<file path="src/rtl/atx_pkg.sv">
package atx_pkg;
    localparam int REG_W = 24;
    localparam int CS_W  = 2;

    typedef struct packed {
        logic            blk_force;
        logic [CS_W-1:0] clk_sel;
        logic            en_blk;
        logic            en_ur;
        logic            en_empty;
    } ctrl_t;

    localparam int CTRL_W = $bits(ctrl_t);

    typedef struct packed {
        logic blk;
        logic ur;
        logic empty;
    } stat_t;

    localparam int STAT_W = $bits(stat_t);
endpackage

</file>
<file path="src/rtl/atx_ctrl_reg.sv">
module atx_ctrl_reg
    import atx_pkg::*;
(
    input  logic             clk,
    input  logic             rst_n,
    input  logic             wr_ctrl,
    input  logic [REG_W-1:0] wdata,
    input  logic             blk_started,
    output ctrl_t            ctrl
);
    ctrl_t ctrl_d, ctrl_q;

    always_comb begin
        ctrl_d = ctrl_q;
        if (wr_ctrl)
            ctrl_d = ctrl_t'(wdata[CTRL_W-1:0]);
        else if (blk_started)
            ctrl_d.blk_force = 1'b0;
    end

    always_ff @(posedge clk or negedge rst_n) begin
        if (!rst_n) ctrl_q <= '0;
        else        ctrl_q <= ctrl_d;
    end

    assign ctrl = ctrl_q;


    force_clr_chk: assert property (@(posedge clk) disable iff (!rst_n)
        (blk_started && !wr_ctrl) |=> !ctrl_q.blk_force);


    write_wins_chk: assert property (@(posedge clk) disable iff (!rst_n)
        wr_ctrl |=> (ctrl_q.blk_force == $past(wdata[CTRL_W-1])));
endmodule

</file>
<file path="src/rtl/atx_stat_flags.sv">
module atx_stat_flags
    import atx_pkg::*;
(
    input  logic  clk,
    input  logic  rst_n,
    input  logic  clr_all,
    input  logic  empty_set,
    input  logic  ur_set,
    input  logic  blk_set,
    input  logic  data_wr,
    input  logic  stat_rd,
    output stat_t stat
);
    stat_t stat_d, stat_q;

    always_comb begin
        stat_d = stat_q;
        if (clr_all) begin
            stat_d = '0;
        end else begin
            stat_d.empty = empty_set | (stat_q.empty & ~data_wr);
            stat_d.ur    = ur_set    | (stat_q.ur    & ~stat_rd);
            stat_d.blk   = blk_set   | (stat_q.blk   & ~data_wr);
        end
    end

    always_ff @(posedge clk or negedge rst_n) begin
        if (!rst_n) stat_q <= '0;
        else        stat_q <= stat_d;
    end

    assign stat = stat_q;


    clr_chk: assert property (@(posedge clk) disable iff (!rst_n)
        clr_all |=> (stat_q == '0));


    ur_clr_chk: assert property (@(posedge clk) disable iff (!rst_n)
        (stat_rd && !ur_set) |=> !stat_q.ur);


    empty_clr_chk: assert property (@(posedge clk) disable iff (!rst_n)
        (data_wr && !empty_set) |=> !stat_q.empty);


    set_chk: assert property (@(posedge clk) disable iff (!rst_n)
        (empty_set && !clr_all) |=> stat_q.empty);
endmodule

</file>
<file path="src/rtl/atx_irq_gen.sv">
module atx_irq_gen
    import atx_pkg::*;
(
    input  logic  clk,
    input  logic  rst_n,
    input  ctrl_t ctrl,
    input  stat_t stat,
    output logic  irq
);
    logic irq_d, irq_q;
    logic src_empty, src_ur, src_blk;

    always_comb begin
        src_empty = ctrl.en_empty & stat.empty;
        src_ur    = ctrl.en_ur    & stat.ur;
        src_blk   = ctrl.en_blk   & stat.blk & stat.empty;
        irq_d     = src_empty | src_ur | src_blk;
    end

    always_ff @(posedge clk or negedge rst_n) begin
        if (!rst_n) irq_q <= 1'b0;
        else        irq_q <= irq_d;
    end

    assign irq = irq_q;


    idle_chk: assert property (@(posedge clk) disable iff (!rst_n)
        (stat == '0) |=> !irq_q);


    empty_src_chk: assert property (@(posedge clk) disable iff (!rst_n)
        (ctrl.en_empty && stat.empty) |=> irq_q);


    blk_gate_chk: assert property (@(posedge clk) disable iff (!rst_n)
        !stat.empty |=> (irq_q == $past(ctrl.en_ur && stat.ur)));
endmodule

</file>
<file path="src/rtl/atx_ctrl_regs.sv">
module atx_ctrl_regs
    import atx_pkg::*;
#(
    parameter int ADDR_W   = 2,
    parameter int CTRL_OFS = 0,
    parameter int STAT_OFS = 1
) (
    input  logic              clk,
    input  logic              rst_n,
    input  logic              sw_rst,
    input  logic              stop,
    input  logic [ADDR_W-1:0] bus_addr,
    input  logic              bus_wr,
    input  logic              bus_rd,
    input  logic [REG_W-1:0]  bus_wdata,
    output logic [REG_W-1:0]  bus_rdata,
    input  logic              aud_wr,
    input  logic              empty_pulse,
    input  logic              underrun_pulse,
    input  logic              block_pulse,
    input  logic              block_started,
    output logic [CS_W-1:0]   clk_sel,
    output logic              force_block,
    output logic              irq
);
    localparam logic [ADDR_W-1:0] CTRL_A = ADDR_W'(CTRL_OFS);
    localparam logic [ADDR_W-1:0] STAT_A = ADDR_W'(STAT_OFS);

    ctrl_t ctrl;
    stat_t stat;
    logic  wr_ctrl, stat_rd, clr_all;

    assign wr_ctrl = bus_wr && (bus_addr == CTRL_A);
    assign stat_rd = bus_rd && (bus_addr == STAT_A);
    assign clr_all = sw_rst | stop;

    atx_ctrl_reg i_ctrl (
        .clk         (clk),
        .rst_n       (rst_n),
        .wr_ctrl     (wr_ctrl),
        .wdata       (bus_wdata),
        .blk_started (block_started),
        .ctrl        (ctrl)
    );

    atx_stat_flags i_stat (
        .clk       (clk),
        .rst_n     (rst_n),
        .clr_all   (clr_all),
        .empty_set (empty_pulse),
        .ur_set    (underrun_pulse),
        .blk_set   (block_pulse),
        .data_wr   (aud_wr),
        .stat_rd   (stat_rd),
        .stat      (stat)
    );

    atx_irq_gen i_irq (
        .clk   (clk),
        .rst_n (rst_n),
        .ctrl  (ctrl),
        .stat  (stat),
        .irq   (irq)
    );

    always_comb begin
        bus_rdata = '0;
        if (bus_addr == CTRL_A)
            bus_rdata[CTRL_W-1:0] = ctrl;
        else if (bus_addr == STAT_A)
            bus_rdata[STAT_W-1:0] = stat;
    end

    assign clk_sel     = ctrl.clk_sel;
    assign force_block = ctrl.blk_force;


    ctrl_upper_zero_chk: assert property (@(posedge clk) disable iff (!rst_n)
        (bus_addr == CTRL_A) |-> (bus_rdata[REG_W-1:CTRL_W] == '0));


    unmapped_zero_chk: assert property (@(posedge clk) disable iff (!rst_n)
        ((bus_addr != CTRL_A) && (bus_addr != STAT_A)) |-> (bus_rdata == '0));


    stat_ro_chk: assert property (@(posedge clk) disable iff (!rst_n)
        (bus_wr && (bus_addr == STAT_A) && !block_started) |=> $stable(ctrl));
endmodule

</file>
<file path="config.mk">
export PLATFORM = sky130hd
export DESIGN_NAME = atx_ctrl_regs
export DESIGN_NICKNAME = d
export VERILOG_FILES = /design/src/rtl/atx_pkg.sv /design/src/rtl/atx_ctrl_reg.sv /design/src/rtl/atx_stat_flags.sv /design/src/rtl/atx_irq_gen.sv /design/src/rtl/atx_ctrl_regs.sv
export SDC_FILE = /design/constraint.sdc
export NUM_CORES = 1
export LEC_CHECK = 0
export BUFFER_PORTS_ARGS = -buffer_cell sky130_fd_sc_hd__buf_2
export CORE_MARGIN = 5
export CORE_UTILIZATION = 36
export CTS_BUF_LIST = sky130_fd_sc_hd__clkbuf_2
export DETAILED_ROUTE_END_ITERATION = 8
export GPL_TIMING_DRIVEN = 1
export PLACE_DENSITY = 0.77
export RECOVER_POWER = 50
export SYNTH_ARGS = -nofsm -noshare
export SYNTH_HDL_FRONTEND = slang
export SYNTH_SLANG_ARGS = --single-unit
</file>
<file path="constraint.sdc">
create_clock -name clk -period 0.9 [get_ports clk]
set_input_delay 0.09 -clock clk [delete_from_list [all_inputs] [get_ports clk]]
set_output_delay 0.09 -clock clk [all_outputs]
set_load 0.03 [all_outputs]
</file>
Yosys cells after proc, flatten, opt, wreduce, memory -nomap -nowiden
Index checks and enable logic that the tools add are counted.

Register bits after elaboration: 10. Bits in latches: 0. RAM bits: 0. Memory bits (read-only): 0. Input port bits: 37. Logic and storage cells: 35. Memories kept: 0.

$add $sub $neg: 0. $mul: 0. Div/mod/pow operators: 0. $lt $le $gt $ge: 0. Equal/unequal tests: 1. Shifts and indexed selects: 0. Multiplexer cells: 6. Bitwise operators: 15. Reduce and logical (&&, ||, !) cells: 4.

Operators with widths (count): $mux W3 (4); $and A1 B1 Y1 (7); $or A1 B1 Y1 (6); $eq A2 B1 Y1 const B (1); $logic_and A1 B1 Y1 (2); $logic_not A2 Y1 (1); $mux W1 (2); $not A1 Y1 (2); $reduce_bool A2 Y1 (1).

Depth between registers and ports, before layout
Gate-level depths: netlist (run 1).

Depth in word-level cells: 6. Mapped depth: 3. Depth with buffers taken out: 2.

Modules after synthesis
From an unflattened synthesis (run 1), not the netlist that was laid out.

Cell total of the unflattened synthesis: 63. Area, all modules: 654.4 um^2.

By module, submodules not included: atx_ctrl_reg (instances 1, cells each 14, area an instance 250.2 um^2, seq. area each 150.1 um^2); atx_ctrl_regs (instances 1, cells each 33, area an instance 242.7 um^2, seq. area each 0.0 um^2); atx_stat_flags (instances 1, cells each 12, area an instance 120.1 um^2, seq. area each 75.1 um^2); atx_irq_gen (instances 1, cells each 4, area an instance 41.3 um^2, seq. area each 25.0 um^2).

Worst setup path before layout (run 1)
Ideal clock, no wire load.

Path type: register to register. Start point: register i_ctrl.ctrl[5] (netlist name). End point: register i_ctrl.ctrl_q (netlist bit i_ctrl.ctrl[5]). Setup time: 0.125 ns. Arrival: 0.882 ns. Setup slack: -0.107 ns. Cell stages (with the launch flop): 3. Cells stage by stage: dfrtp_1 nor2b_1 mux2_2.

RTL lines: to (signal assigned) (line atx_ctrl_reg.sv:23) `else ctrl_q <= ctrl_d;`; to (decl) (line atx_ctrl_reg.sv:11) `ctrl_t ctrl_d, ctrl_q;`.

Worst setup path after layout (run 1)
Start point: register i_ctrl.ctrl_q (netlist bit i_ctrl.ctrl[1]). End point: output bus_rdata[1].

Cells in the longest elaborated chain, start to end: 1.

Ends and longest elaborated chain: $mux W3 (line atx_ctrl_regs.sv:68) `if (bus_addr == CTRL_A)`; to (decl) (line atx_ctrl_regs.sv:16) `output logic [REG_W-1:0] bus_rdata,`.

No other way between the ends.

==> results.sh, run 1 <==
export IMPL_reg2regPathDepth=4
export IMPL_cp_max_fo=2
export IMPL_worstPathCellList="mux2i_1 > nor2_2 > buf_6"
export IMPL_dp_cells=114
export IMPL_worst_hold_path_type="primary input to flip-flop"
export IMPL_fp_dieArea_um2=2730
export IMPL_root_buffer="clkbuf_2"
export IMPL_wl_per_cell_um=11.0
export IMPL_relSlewSlack_pct=64.6
export IMPL_path_clk_slew_ns=0.10
export IMPL_globalRoute_totalOverflow=0
export IMPL_first_pass_iters=4
export IMPL_p_per_area_nw_per_um2=1450
export IMPL_rsz0062_at_grt="true"
export IMPL_crit_path_end_kind="output pin"
export IMPL_ant_nets=0
export IMPL_cpMaxStageDelayCell="dfrtp_1"
export IMPL_required_ns=0.81
export IMPL_whs_ns=0.0627
export IMPL_die_h_um=52.3
export IMPL_synth_cell_types=18
export IMPL_arrival_ns=1.01
export IMPL_htreeDepth=1
export IMPL_portBuffers=28
export IMPL_synth_seq_area_share_pct=38.9
export IMPL_routed_wl_um=1390
export IMPL_vias=490
export IMPL_postSynthCellCount=62
export IMPL_drive_gt1_share_pct=57.4
export IMPL_finalNonFillerCells=126
export IMPL_cts_sinks=10
export IMPL_fin_tns_setup_ns=-1.29
export IMPL_grt_max_degree=11
export IMPL_crit_type="flip-flop to output pin"
export IMPL_clockBufferDepth=2
export IMPL_area_delta_synth_final_pct=41.8
export IMPL_cp_top_family="flip-flops"
export IMPL_placed_cell_area_um2=748
export IMPL_ys_seq_elements=10
export IMPL_start_util_pct=37.7
export IMPL_grt_use_total_pct=10.2
export IMPL_grt_pass1_vias=463
export IMPL_row_count=15
export IMPL_antenna_found_initial=0
export IMPL_grt_pass1_wl_um=2000
export IMPL_cp_buffers_inverters=1
export IMPL_dp_hpwl_um=1100
export IMPL_drtIter0Drc=1
export IMPL_drc=0
export IMPL_skew_ns=0.00827
export IMPL_setup_viol=11
export IMPL_cts_made_buffers=3
export IMPL_worst_slack_ns=-0.204
export IMPL_core_area_um2=1710
export IMPL_ioPinCount=65
export IMPL_finalHoldViolations=0
export IMPL_r2r_start="i_stat.stat[2]"
export IMPL_syn_area_per_cell_um2=10.4
export IMPL_tightestPinTransition_ns=0.532
export IMPL_cts_tree="yes"
export IMPL_p_leak_nw=0.492
export IMPL_crit_path_start="i_ctrl.ctrl[1]"
export IMPL_finalMaxSlewViolations=0
export IMPL_pre_cts_slack_ns=-0.189
export IMPL_diodes=0
export IMPL_period_minus_slack_ns=1.10
export IMPL_die_w_um=52.3
export IMPL_synthesis_area_um2=643
export IMPL_min_from="bus_wdata[3]"
export IMPL_start_kind="flip-flop"
export IMPL_nets=139
export IMPL_fmax_ghz=0.906
export IMPL_finalCritPeriodShare_pct=123
export IMPL_whs_endpoint="i_ctrl.ctrl[3]"
export IMPL_maxCapViolCount=0
export IMPL_p_total_mw=1.32
export IMPL_final_area_um2=912
export IMPL_status="complete, but fails checks"
export IMPL_critical_path_max_stage_delay_ns=0.40
export IMPL_violations="negative setup slack"
export IMPL_via_per_inst=3.89
export IMPL_regToRegSetupSlack_ns=-0.18
export IMPL_clk_latency_ns=0.25
export IMPL_gp_congestion=0.720
export IMPL_vdd_drop_max_mv=0.665
export IMPL_r2r_end="i_irq.irq"
export IMPL_min_path_cells=2
export IMPL_postLayoutCoreUtil_pct=53.4
export IMPL_ys_warn_count=0
-- power breakdown --
part / switching (mW) / internal (mW)
clock network: 0.144 / 0.0965
registers: 0.0397 / 0.504
logic: 0.299 / 0.237
-- how the worst max path moves through the flow --
stage,depth (start not counted),slack [ns],endpoint
after floorplan,2,-0.07,i_ctrl.ctrl[5]
after global placement,3,-0.14,i_ctrl.ctrl[5]
after detailed placement,3,-0.19,i_ctrl.ctrl[5]
after CTS,3,-0.22,bus_rdata[2]
after global routing,3,-0.26,bus_rdata[2]
final,3,-0.20,bus_rdata[1]
-- cell usage after synthesis, drive strengths merged --
library cell	number	area, um2
and2	3	18.8
a22o	1	8.76
dfrtp	10	250
nor2	5	18.8
inv	2	7.51
a21oi	2	10.0
nor4bb	1	10.0
nor3b	1	18.8
or2	1	6.26
conb	1	3.75
nor3	1	5.00
nor2b	1	6.26
buf	21	161
mux2i	3	30.0
a21o	1	7.51
mux2	6	67.6
nand2b	2	12.5
-- registers in the layout, indices dropped and copies added (netlist names) --
signal / count
i_stat.stat: 3
i_irq.irq: 1
i_ctrl.ctrl: 6
-- what timing repair did --
item | in CTS | in global routing
setup buffers | 4 | 3
resized for setup | 21 | 6
endpoints found under the hold margin | 10 | 0
hold buffers | 1 | 0
endpoints found under the setup margin | 9 | 14
pin swaps | 0 | 1
cloned | 0 | 0
-- cell usage in the layout (no fill, tap or decap) --
cell type	Yosys	final
a21o_1	1	1
a21oi_1	2	1
a21oi_2	0	1
a22o_1	1	1
and2_4	0	3
buf_2	0	17
buf_4	20	10
buf_6	1	10
clkbuf_1	0	1
clkbuf_2	0	3
clkinv_1	0	1
conb_1	1	18
dfrtp_1	10	9
dfrtp_2	0	1
dlygate4sd3_1	0	1
inv_1	2	2
mux2_2	6	6
mux2i_1	3	3
nand2b_1	2	1
nand2b_4	0	1
nor2_1	5	1
nor2_2	0	4
nor2b_1	1	1
nor3_1	1	1
nor3b_4	1	1
nor4bb_1	1	1
or2_2	1	1
-- per-layer routing --
metal	global-route usage [%]	vias to the layer above	wire [um]
met5	0	-	0
met4	2.55	0	9
met3	5.13	3	178
met2	16.7	34	671
met1	11.8	214	528
li1	-	239	-
-- cell type report --
cell class | instances | area, um2
flip-flops and latches | 10 | 251
well taps | 25 | 31.3
multi-input cells | 46 | 317
clock buffers | 3 | 15.0
repair buffers | 39 | 287
clock inverters | 1 | 3.75
inverters | 2 | 7.51
fillers | 161 | 796
-- cells by family (layout without fill, tap and decap cells) --
| group | after synthesis | count (layout) | synth area share, % |
|---|---|---|---|
| other | 1 | 18 | 0.583 |
| buffers and inverters | 23 | 45 | 26.3 |
| AO/OA/AOI/OAI | 4 | 4 | 4.09 |
| flip-flops | 10 | 10 | 38.9 |
| AND/OR/NAND/NOR | 15 | 15 | 15.0 |
| multiplexers | 9 | 9 | 15.2 |
-- worst register-to-register path, delay by kind of cell (launching register included) --
kind	cells	cell delay, ns
flops	1	0.39
compound gates	2	0.33
buf+inv	2	0.27
No activity file was read; power rests on OpenSTA's default activity.
==> run 2: changes to the inputs <==
--- a/config.mk
+++ b/config.mk
@@ -15,4 +15,5 @@
 export RECOVER_POWER = 50
 export SYNTH_ARGS = -nofsm -noshare
 export SYNTH_HDL_FRONTEND = slang
+export SYNTH_HIERARCHICAL = 1
 export SYNTH_SLANG_ARGS = --single-unit
==> results.sh, run 2 <==
export IMPL_status="complete, but fails checks"
export IMPL_violations="negative setup slack"
export IMPL_worstPathCellList="mux2i_1 > nor2_2 > buf_6"
export IMPL_largest_reg_flops=6
export IMPL_fp_dieArea_um2=2770
export IMPL_maxCapViolCount=0
export IMPL_antenna_found_initial=0
export IMPL_route_met3_wl_um=112
export IMPL_ioPinCount=65
export IMPL_diodes=0
export IMPL_die_w_um=52.6
export IMPL_fillers=154
export IMPL_synth_top_family_by_area="buffers and inverters"
export IMPL_routed_wl_um=1770
export IMPL_vias=535
export IMPL_grt_pass1_wl_um=2470
export IMPL_root_buffer="clkbuf_2"
export IMPL_nets=145
export IMPL_finalHoldViolations=0
export IMPL_fin_tns_setup_ns=-1.40
export IMPL_final_cell_mix="conb_1, buf_6, buf_2"
export IMPL_wl_per_cell_um=13.5
export IMPL_die_h_um=52.6
export IMPL_area_delta_synth_final_pct=50.5
export IMPL_ys_seq_elements=10
export IMPL_clockBufferDepth=2
export IMPL_postSynthCellCount=63
export IMPL_period_minus_slack_ns=1.15
export IMPL_grt_max_degree=11
export IMPL_ant_nets=0
export IMPL_routed_top_layer="met4"
export IMPL_critical_path_max_stage_delay_ns=0.41
export IMPL_cp_top_family="flip-flops"
export IMPL_cts_made_buffers=3
export IMPL_postLayoutCoreUtil_pct=57.0
export IMPL_first_pass_iters=4
export IMPL_grt_pass1_vias=555
export IMPL_vdd_drop_max_mv=0.603
export IMPL_finalNonFillerCells=131
export IMPL_cts_tree="yes"
export IMPL_syn_area_per_cell_um2=10.4
export IMPL_tightestPinTransition_ns=0.539
export IMPL_regArea_um2=250
export IMPL_relSlewSlack_pct=64.1
export IMPL_dp_hpwl_um=1140
export IMPL_start_util_pct=37.9
export IMPL_p_total_mw=1.44
export IMPL_arrival_ns=1.06
export IMPL_route_met2_wl_um=994
export IMPL_core_area_um2=1730
export IMPL_finalMaxSlewViolations=0
export IMPL_synth_edff_count=0
export IMPL_synth_seq_area_share_pct=38.2
export IMPL_rsz0062_at_grt="true"
export IMPL_via_per_inst=4.08
export IMPL_clk_latency_ns=0.23
export IMPL_setup_viol=13
export IMPL_ys_warn_count=6
export IMPL_async_flop_share_pct=100
export IMPL_path_clk_slew_ns=0.10
export IMPL_gp_congestion=0.715
export IMPL_required_ns=0.81
export IMPL_synth_top_area_share_pct=38.2
export IMPL_yosys_area_top_type="dfrtp_1"
export IMPL_multi_input_area_um2=330
export IMPL_yosys_area_share_simple_pct=14.3
export IMPL_drive_gt1_share_pct=58.5
export IMPL_cp_max_fo=2
export IMPL_grt_use_total_pct=12.4
export IMPL_synth_common_cells="buf_4, dfrtp_1, mux2_4, and2_1, nor2_1"
export IMPL_skew_ns=0.00229
export IMPL_fmax_ghz=0.871
export IMPL_synthesis_area_um2=654
export IMPL_cts_sinks=10
export IMPL_synth_cell_types=18
export IMPL_htreeDepth=1
export IMPL_wl_met1_um=639
export IMPL_synth_adder_area_share_pct=0
export IMPL_portBuffers=28
export IMPL_row_count=15
export IMPL_crit_path_end_kind="output pin"
export IMPL_crit_type="flip-flop to output pin"
export IMPL_worst_hold_path_type="primary input to flip-flop"
export IMPL_finalCritPeriodShare_pct=128
export IMPL_start_kind="flip-flop"
export IMPL_dp_cells=118
export IMPL_synth_mux_area_share_pct=16.1
export IMPL_synth_xor_area_share_pct=0
export IMPL_yosysMostFrequentCell="buf_4"
export IMPL_cp_buffers_inverters=1
export IMPL_worst_slack_ns=-0.249
export IMPL_synth_compound_area_share_pct=4.97
export IMPL_p_per_area_nw_per_um2=1460
export IMPL_drtIter0Drc=5
export IMPL_cpMaxStageDelayCell="dfrtp_1"
export IMPL_p_leak_nw=0.535
export IMPL_globalRoute_totalOverflow=0
export IMPL_netlist_top_cells_area="dfrtp_1, buf_4, mux2_4, mux2i_1, and2_1"
export IMPL_ys_flop_type="dfrtp_1"
export IMPL_drc=0
export IMPL_whs_ns=0.0692
==> run 2: per-stage QoR <==
stage / setup WS [ns] / cell area (um2)
6_report: -0.249 / 985
5_1_grt: -0.312 / 985
4_1_cts: -0.232 / 940
3_5_place_dp: -0.0840 / 783
3_3_place_gp: -0.0639 / 783
2_1_floorplan: -0.0481 / 736
==> run 2: cell type report <==
cell class | instances | share of cell area [%]
clock buffers | 3 | 1.52
inverters | 3 | 1.14
multi-input cells | 47 | 33.5
flip-flops and latches | 10 | 25.4
well taps | 25 | 3.18
repair buffers | 43 | 35.2
==> run 2: report_power, final <==
part	leakage [nW]	total, mW	internal (mW)	switching (mW)
sequential	0.126	0.551	0.504	0.0474
combinational	0.396	0.653	0.315	0.338
clock	0.0125	0.235	0.0911	0.144
total	0.535	1.44	0.910	0.529
==> run 2: final timing paths <==
kind	startpoint	to	slack, ns	cells after the start
setup / recovery	i_stat/stat[0]	bus_rdata[0]	-0.25	3
hold / removal	underrun_pulse	i_stat/stat[1]	0.07	3
setup reg to reg	i_ctrl/ctrl[5]	i_ctrl/ctrl[5]	-0.04	3
hold reg to reg	i_ctrl/ctrl[4]	i_ctrl/ctrl[4]	0.63	2
max in group asynchronous	rst_n	i_ctrl/ctrl[5]	0.21	2
min in group asynchronous	rst_n	i_ctrl/ctrl[3]	0.34	2
==> run 2: what timing repair did <==
item                       in CTS  in global routing
cloned                          0                  0
hold buffers                    1                  0
setup buffers                   8                  5
setup endpoints to repair       9                 17
resized for setup              24                 11
pin swaps                       0                  4
hold endpoints to repair       10                  0
==> run 2: routing by layer <==
| layer | vias up | track usage (%) |
|---|---|---|
| met5 | - | 0 |
| met4 | 0 | 5.11 |
| met3 | 2 | 2.28 |
| met2 | 32 | 22.1 |
| met1 | 249 | 14.4 |
| li1 | 252 | - |
==> run 2: cells by family (layout without fill, tap and decap cells) <==
family | count (synthesis) | after routing
buffers and inverters | 23 | 49
AND/OR/NAND/NOR | 16 | 16
flip-flops | 10 | 10
multiplexers | 8 | 8
AO/OA/AOI/OAI | 5 | 5
other | 1 | 18
==> run 2: worst register-to-register path, stage by stage, from the launching register on <==
cell and delay [ns]:
dfrtp_1 0.40, buf_6 0.12, buf_4 0.12, a22o_2 0.19
